**config.mk**
```make
export PLATFORM = sky130hd
export DESIGN_NAME = phy_reset_sequencer
export DESIGN_NICKNAME = d
export VERILOG_FILES = /design/src/rtl/rst_seq_pkg.sv /design/src/rtl/rst_seq_tick.sv /design/src/rtl/rst_seq_fsm.sv /design/src/rtl/phy_reset_sequencer.sv
export SDC_FILE = /design/constraint.sdc
export NUM_CORES = 1
export LEC_CHECK = 0
export BUFFER_PORTS_ARGS = -buffer_cell sky130_fd_sc_hd__buf_2
export CORE_UTILIZATION = 55
export CTS_BUF_LIST = sky130_fd_sc_hd__clkbuf_4
export CTS_CLUSTER_DIAMETER = 50
export CTS_CLUSTER_SIZE = 28
export DETAILED_ROUTE_END_ITERATION = 10
export PLACE_DENSITY = 0.78
export SETUP_SLACK_MARGIN = 0.3
export SYNTH_ARGS = -nofsm -noshare
export SYNTH_HDL_FRONTEND = slang
export SYNTH_SLANG_ARGS = --single-unit
```
**constraint.sdc**
```tcl
create_clock -name clk_i -period 4.7 [get_ports clk_i]
set_input_delay 0.705 -clock clk_i [delete_from_list [all_inputs] [get_ports clk_i]]
set_output_delay 0.705 -clock clk_i [all_outputs]
set_load 0.01 [all_outputs]
```
**src/rtl/rst_seq_pkg.sv**
```systemverilog
package rst_seq_pkg;

    localparam longint unsigned US_PER_S = 64'd1_000_000;

    typedef enum logic [1:0] {
        PH_IDLE = 2'd0,
        PH_LEAD = 2'd1,
        PH_HOLD = 2'd2,
        PH_TAIL = 2'd3
    } seq_ph_e;

    // Cycles per microsecond, rounded up so waits never fall short.
    function automatic int unsigned cyc_per_us(input longint unsigned clk_hz);
        longint unsigned q;
        q = (clk_hz + US_PER_S - 64'd1) / US_PER_S;
        if (q == 0) q = 1;
        return int'(q);
    endfunction

endpackage

```
**src/rtl/rst_seq_tick.sv**
```systemverilog
module rst_seq_tick #(
    parameter int unsigned DIV = 250
) (
    input  logic clk_i,
    input  logic rst_ni,
    input  logic clr_i,
    output logic tick_o
);
    generate
        if (DIV <= 1) begin : g_pass
            logic unused_in;
            assign unused_in = ^{clk_i, rst_ni, clr_i};
            assign tick_o    = 1'b1;
        end else begin : g_div
            localparam int unsigned W = $clog2(DIV);
            localparam logic [W-1:0] LAST = W'(DIV - 1);
            logic [W-1:0] cnt_d, cnt_q;

            always_comb begin
                cnt_d = cnt_q + 1'b1;
                if (clr_i || cnt_q == LAST) cnt_d = '0;
            end

            always_ff @(posedge clk_i or negedge rst_ni) begin
                if (!rst_ni) cnt_q <= '0;
                else         cnt_q <= cnt_d;
            end

            assign tick_o = !clr_i && (cnt_q == LAST);
        end
    endgenerate
endmodule

```
**src/rtl/rst_seq_fsm.sv**
```systemverilog
module rst_seq_fsm
    import rst_seq_pkg::*;
#(
    parameter int unsigned DLY_W = 16
) (
    input  logic             clk_i,
    input  logic             rst_ni,
    input  logic             start_i,
    input  logic             active_low_i,
    input  logic [DLY_W-1:0] dly_lead_i,
    input  logic [DLY_W-1:0] dly_hold_i,
    input  logic [DLY_W-1:0] dly_tail_i,
    input  logic             tick_i,
    output logic             clr_o,
    output logic             running_o,
    output logic             pin_o,
    output logic             done_o
);
    typedef struct packed {
        seq_ph_e          ph;
        logic [DLY_W-1:0] cnt;
        logic [DLY_W-1:0] hold;
        logic [DLY_W-1:0] tail;
        logic             pol;
        logic             done;
    } fsm_st_t;

    fsm_st_t s_d, s_q;

    always_comb begin
        s_d      = s_q;
        s_d.done = 1'b0;
        clr_o    = 1'b0;
        unique case (s_q.ph)
            PH_IDLE: begin
                clr_o = 1'b1;
                if (start_i) begin
                    s_d.ph   = PH_LEAD;
                    s_d.cnt  = dly_lead_i;
                    s_d.hold = dly_hold_i;
                    s_d.tail = dly_tail_i;
                    s_d.pol  = active_low_i;
                end
            end
            PH_LEAD: begin
                if (s_q.cnt == '0) begin
                    s_d.ph  = PH_HOLD;
                    s_d.cnt = s_q.hold;
                    clr_o   = 1'b1;
                end else if (tick_i) begin
                    s_d.cnt = s_q.cnt - 1'b1;
                end
            end
            PH_HOLD: begin
                if (s_q.cnt == '0) begin
                    s_d.ph  = PH_TAIL;
                    s_d.cnt = s_q.tail;
                    clr_o   = 1'b1;
                end else if (tick_i) begin
                    s_d.cnt = s_q.cnt - 1'b1;
                end
            end
            PH_TAIL: begin
                if (s_q.cnt == '0) begin
                    s_d.ph   = PH_IDLE;
                    s_d.done = 1'b1;
                    clr_o    = 1'b1;
                end else if (tick_i) begin
                    s_d.cnt = s_q.cnt - 1'b1;
                end
            end
            default: s_d.ph = PH_IDLE;
        endcase
    end

    always_ff @(posedge clk_i or negedge rst_ni) begin
        if (!rst_ni) begin
            s_q <= '{ph: PH_IDLE, cnt: '0, hold: '0, tail: '0, pol: 1'b0, done: 1'b0};
        end else begin
            s_q <= s_d;
        end
    end

    always_comb begin
        unique case (s_q.ph)
            PH_IDLE: pin_o = active_low_i;
            PH_HOLD: pin_o = ~s_q.pol;
            default: pin_o = s_q.pol;
        endcase
    end

    assign running_o = (s_q.ph != PH_IDLE);
    assign done_o    = s_q.done;
endmodule

```
**src/rtl/phy_reset_sequencer.sv**
```systemverilog
module phy_reset_sequencer
    import rst_seq_pkg::*;
#(
    parameter longint unsigned CLK_FREQ_HZ = 250_000_000,
    parameter int unsigned     DLY_W       = 16
) (
    input  logic             clk_i,
    input  logic             rst_ni,
    input  logic             start_i,
    input  logic             active_low_i,
    input  logic [DLY_W-1:0] dly_lead_us_i,
    input  logic [DLY_W-1:0] dly_hold_us_i,
    input  logic [DLY_W-1:0] dly_tail_us_i,
    output logic             phy_rst_o,
    output logic             done_o
);
    localparam int unsigned CYC_PER_US = cyc_per_us(CLK_FREQ_HZ);

    logic us_tick;
    logic presc_clr;
    logic seq_running;

    rst_seq_tick #(.DIV(CYC_PER_US)) u_tick (
        .clk_i  (clk_i),
        .rst_ni (rst_ni),
        .clr_i  (presc_clr),
        .tick_o (us_tick)
    );

    rst_seq_fsm #(.DLY_W(DLY_W)) u_fsm (
        .clk_i        (clk_i),
        .rst_ni       (rst_ni),
        .start_i      (start_i),
        .active_low_i (active_low_i),
        .dly_lead_i   (dly_lead_us_i),
        .dly_hold_i   (dly_hold_us_i),
        .dly_tail_i   (dly_tail_us_i),
        .tick_i       (us_tick),
        .clr_o        (presc_clr),
        .running_o    (seq_running),
        .pin_o        (phy_rst_o),
        .done_o       (done_o)
    );
endmodule

```
# After elaboration in Yosys (flattened, before gate mapping)
# Cells that the tools add are included.
dict set report word_totals {
  ff_bits 60
  inputBits 52
  elab_cells 42
}
dict set report op_classes {
  n_addsub 2
  eq_ne 9
  mux 14
  bitwise_logic 1
  reduce_logical 9
}
# cell count
set op_table {}
lappend op_table {{$pmux 18 s4} 1}
lappend op_table {{$mux 16} 4}
lappend op_table {{$mux 51} 1}
lappend op_table {{$logic_not 16->1} 1}
lappend op_table {{$sub 16x1->16 const B} 1}
lappend op_table {{$add 8x1->8 const B} 1}
lappend op_table {{$eq 8x8->1 const B} 1}
lappend op_table {{$mux 8} 1}
lappend op_table {{$mux 2} 3}
lappend op_table {{$ne 2x1->1 const B} 3}
lappend op_table {{$eq 2x2->1 const B} 2}
lappend op_table {{$ne 2x2->1 const B} 2}
lappend op_table {{$pmux 1 s2} 2}
lappend op_table {{$reduce_and 2->1} 2}
lappend op_table {{$reduce_and 4->1} 1}
lappend op_table {{$reduce_or 3->1} 1}
lappend op_table {{$eq 2x1->1 const B} 1}
lappend op_table {{$logic_not 2->1} 1}
lappend op_table {{$mux 1} 2}
lappend op_table {{$logic_and 1x1->1} 1}
lappend op_table {{$logic_not 1->1} 1}
lappend op_table {{$logic_or 1x1->1} 1}
lappend op_table {{$not 1->1} 1}

# Longest topological paths before layout
dict set report logic_depth {
  depth_word 8
  depth_mapped 9
}

# By module
# Synthesis repeated with hierarchy kept, for this count alone.
dict set report hier_totals {
  cells_unflattened 327
  area_unflattened_um2 3349.5
}
# mod instances cells_per_inst area_each_um2
set modules_own_cells {}
lappend modules_own_cells {rst_seq_fsm 1 285 2925.3}
lappend modules_own_cells {rst_seq_tick 1 42 424.2}

# Worst setup path before layout
# OpenSTA, ideal clock, no wires.
dict set report synth_timing {
  kind {register to output}
  start {register u_fsm.s_q[50] in the netlist's numbering}
  end {output phy_rst_o}
  arrival_ps 1620
  required_ps 3995
  setup_slack_ps 2375
  stages_incl_launch_ff 8
  n_path_buf 3
  path_cell_list {dfrtp_1 > inv_1 > ha_1 > clkbuf_1 > clkbuf_1 > buf_1 > nand2_1 > nand2_1}
}
dict set report synth_between {
  elab_chain_len 2
}
# item line
set synth_lines {}
lappend synth_lines {{start, declared} rst_seq_fsm.sv:28} ;# fsm_st_t s_d, s_q;
lappend synth_lines {{start signal, assigned} rst_seq_fsm.sv:78} ;# s_q <= '{ph: PH_IDLE, cnt: '0, hold: '0, tail: '0, pol: 1'b0, done: 1'b0};
lappend synth_lines {{$eq 2x2->1 / $logic_not 2->1 (equally long branches)} rst_seq_fsm.sv:85} ;# unique case (s_q.ph)
lappend synth_lines {{$pmux 1 s2 (*)} rst_seq_fsm.sv:85}
lappend synth_lines {{end, declared} phy_reset_sequencer.sv:14} ;# output logic phy_rst_o,
# Mark *: on every way between the ends. The rest lies on a longest branch, timed or not.

# Final worst setup path
# Same ends and word-level chain as after synthesis.

==> flow_metrics.env <==
export IMPL_cts_made_buffers=9
export IMPL_core_area_um2=5920
export IMPL_final_seq_area_um2=1500
export IMPL_synth_seq_cells=60
export IMPL_tns_ns=0
export IMPL_drt_wl_total_um=8070
export IMPL_layout_drive_gt1_share_pct=29.4
export IMPL_drtAntennaViolNets=0
export IMPL_synth_edf_count=0
export IMPL_grt_antenna_before_repair=0
export IMPL_grtUsageTotal_pct=27.5
export IMPL_cp_end_kind="primary output"
export IMPL_rsz0062_at_grt="no"
export IMPL_grt_pass1_vias=2812
export IMPL_critical_path_class="reg2out"
export IMPL_max_cap_violations=0
export IMPL_vias_per_cell=6.14
export IMPL_grt_pass1_wl_um=13300
export IMPL_finClkSkew_ns=0.0137
export IMPL_insertion_delay_ns=0.40
export IMPL_power_uw=2470
export IMPL_ys_seq_area_share_pct=44.3
export IMPL_drt_drc_violations_left=0
export IMPL_min_period_over_period_pct=58.8
export IMPL_rows=28
export IMPL_die_width_um=80.5
export IMPL_drt_iter0_drc=198
export IMPL_first_pass_iters=5
export IMPL_cp_required_ns=3.99
export IMPL_start_util_pct=57.3
export IMPL_nFillCells=517
export IMPL_hold_viol_final=0
export IMPL_hpwl_um=5730
export IMPL_yosysWarnings=0
export IMPL_period_needed_ns=2.76
export IMPL_fin_util_pct=64.1
export IMPL_antenna_cells=0
export IMPL_slew_headroom_pct=50.1
export IMPL_ctsResizeCount=0
export IMPL_timing_fmax_mhz=362
export IMPL_crit_fanout=21
export IMPL_cts_tree="yes"
export IMPL_grt_max_degree=61
export IMPL_cts_hold_buf=0
export IMPL_max_vdd_ir_drop_v=0.000367
export IMPL_fin_nets=446
export IMPL_post_cts_buffers=0
export IMPL_htreeDepth=3
export IMPL_place_gp_congestion=0.935
export IMPL_grt_overflow_total=0
export IMPL_worst_pin_slew_ns=0.748
export IMPL_synthCells=340
export IMPL_synth_area_per_cell_um2=9.98
export IMPL_routedWlPerCell_um=17.3
export IMPL_synth_area_um2=3390
export IMPL_io_buffer_count=53
export IMPL_clkSinkCount=60
export IMPL_startpoint_type="flip-flop"
export IMPL_async_flop_share_pct=100
export IMPL_synth_cell_types=56
export IMPL_cts_reportedPaths_clkPinSlew_ns=0.11
export IMPL_powerDensity_nw_per_um2=652
export IMPL_area_delta_synth_final_pct=11.8
export IMPL_num_vias=2860
export IMPL_synth_net_count=400
export IMPL_p_leak_uw=0.00165
export IMPL_multi_input_area_um2=1760
export IMPL_synth_ff_type="dfrtp_1"
export IMPL_status="finished clean"
export IMPL_ctsLongestPathBuffers=2
export IMPL_dieArea_um2=6490
export IMPL_worstPathArrival_ns=2.06
export IMPL_hold_path_class="in2async"
export IMPL_pin_count=54
export IMPL_fp_dieH_um=80.5
export IMPL_cts_root_buf="clkbuf_4"
export IMPL_drv_slew=0
export IMPL_setup_viol=0
-- synth_stat cells, types with 3 or more instances --
| master | number | share of area [%] |
|---|---|---|
| o31a_1 | 3 | 0.77 |
| nand4_1 | 5 | 0.92 |
| o22ai_1 | 6 | 1.1 |
| o221ai_1 | 4 | 1.0 |
| nor3_1 | 10 | 1.5 |
| a22oi_1 | 9 | 2.0 |
| dfrtp_1 | 60 | 44 |
| inv_1 | 10 | 1.1 |
| clkbuf_1 | 13 | 1.4 |
| o21ai_0 | 11 | 1.6 |
| nor4_1 | 5 | 0.92 |
| nor2_1 | 24 | 2.7 |
| buf_1 | 4 | 0.44 |
| ha_1 | 8 | 3.0 |
| o21ai_1 | 3 | 0.44 |
| nor2b_1 | 3 | 0.55 |
| a31oi_1 | 5 | 0.92 |
| a22o_1 | 4 | 1.0 |
| or3_1 | 6 | 1.1 |
| xor2_1 | 6 | 1.5 |
| nand2_1 | 35 | 3.9 |
| xnor2_1 | 6 | 1.5 |
| mux2_2 | 33 | 11 |
| a21oi_1 | 14 | 2.1 |
| and3_1 | 3 | 0.55 |
| nand3_1 | 8 | 1.2 |
-- critical path, stage by stage (launching register included) --
cell,delay (ns)
dfrtp_1,0.43
inv_1,0.09
ha_1,0.63
o21ai_0,0.16
o21ai_0,0.12
nand2_1,0.09
buf_2,0.14
-- final timing paths --
check,slack (ns),depth (start not counted),to,startpoint
max in group asynchronous,3.76,2,u_fsm.s_q[24]$_DFFE_PN0P_,rst_ni
min in group clk_i,0.50,1,u_tick.g_div.cnt_q[0]$_DFF_PN0_,u_tick.g_div.cnt_q[0]$_DFF_PN0_
worst max register to register,1.97,6,u_fsm.s_q[38]$_DFFE_PN0P_,u_fsm.s_q[38]$_DFFE_PN0P_
worst min-delay path,0.44,2,u_tick.g_div.cnt_q[5]$_DFF_PN0_,rst_ni
worst max-delay path,1.94,6,phy_rst_o,u_fsm.s_q[50]$_DFFE_PN0P_
worst min register to register,0.50,1,u_tick.g_div.cnt_q[0]$_DFF_PN0_,u_tick.g_div.cnt_q[0]$_DFF_PN0_
-- area by class of cell --
class | instances | share of cell area (%)
clock inverters | 6 | 1.09
well taps | 75 | 2.47
flip-flops and latches | 60 | 39.6
repair buffers | 56 | 7.59
multi-input cells | 249 | 46.3
inverters | 10 | 0.989
clock buffers | 10 | 1.98
-- registers in the layout, summed over array words and instances (netlist names) --
name	count
u_fsm.done_o	1
u_fsm.s_q	51
u_tick.g_div.cnt_q	8
-- cells in the final DEF, fill, tap and decap left out, drive strengths merged, types with 7 or more instances in the layout --
master and n:
dfrtp 60, buf 56, nand2 35, mux2 33, nor2 25, o21ai 15, a21oi 14, nor3 12
inv 10, clkbuf 10, a22oi 9, nand3 8, ha 8, or3 7
-- layer usage --
metal,up-vias,track usage (%),share of wire [%]
met2,129,43.6,47
met1,1372,36.1,44
met3,12,5.68,7.8
li1,1347,-,-
met4,0,11.8,1.5
met5,-,0,0
-- through the flow --
step / worst slack (ns) / instance area [µm²] / hold slack [ns] / cells
after floorplan: 2.38 / 3390 / 0.409 / 340
after global placement: 2.20 / 3680 / 0.476 / 450
after detailed placement: 2.11 / 3680 / 0.494 / 450
after CTS: 1.92 / 3790 / 0.463 / 466
after global routing: 1.75 / 3790 / 0.508 / 466
final: 1.94 / 3790 / 0.443 / 466
-- report_power, final --
part	total (µW)	switching [µW]	internal [µW]
logic	1210	672	543
clock network	309	196	113
registers	949	195	754
-- cell families (layout without fill, tap and decap cells) --
family | after synthesis | after routing | share of synthesized area [%]
buf+inv | 31 | 82 | 3.95
simple gates | 116 | 116 | 17.7
flops | 60 | 60 | 44.3
compound gates | 79 | 79 | 16.7
mux | 34 | 34 | 11.3
xor+xnor | 12 | 12 | 3.10
fa+ha+maj | 8 | 8 | 2.95
No activity file was read; power rests on OpenSTA's default activity.
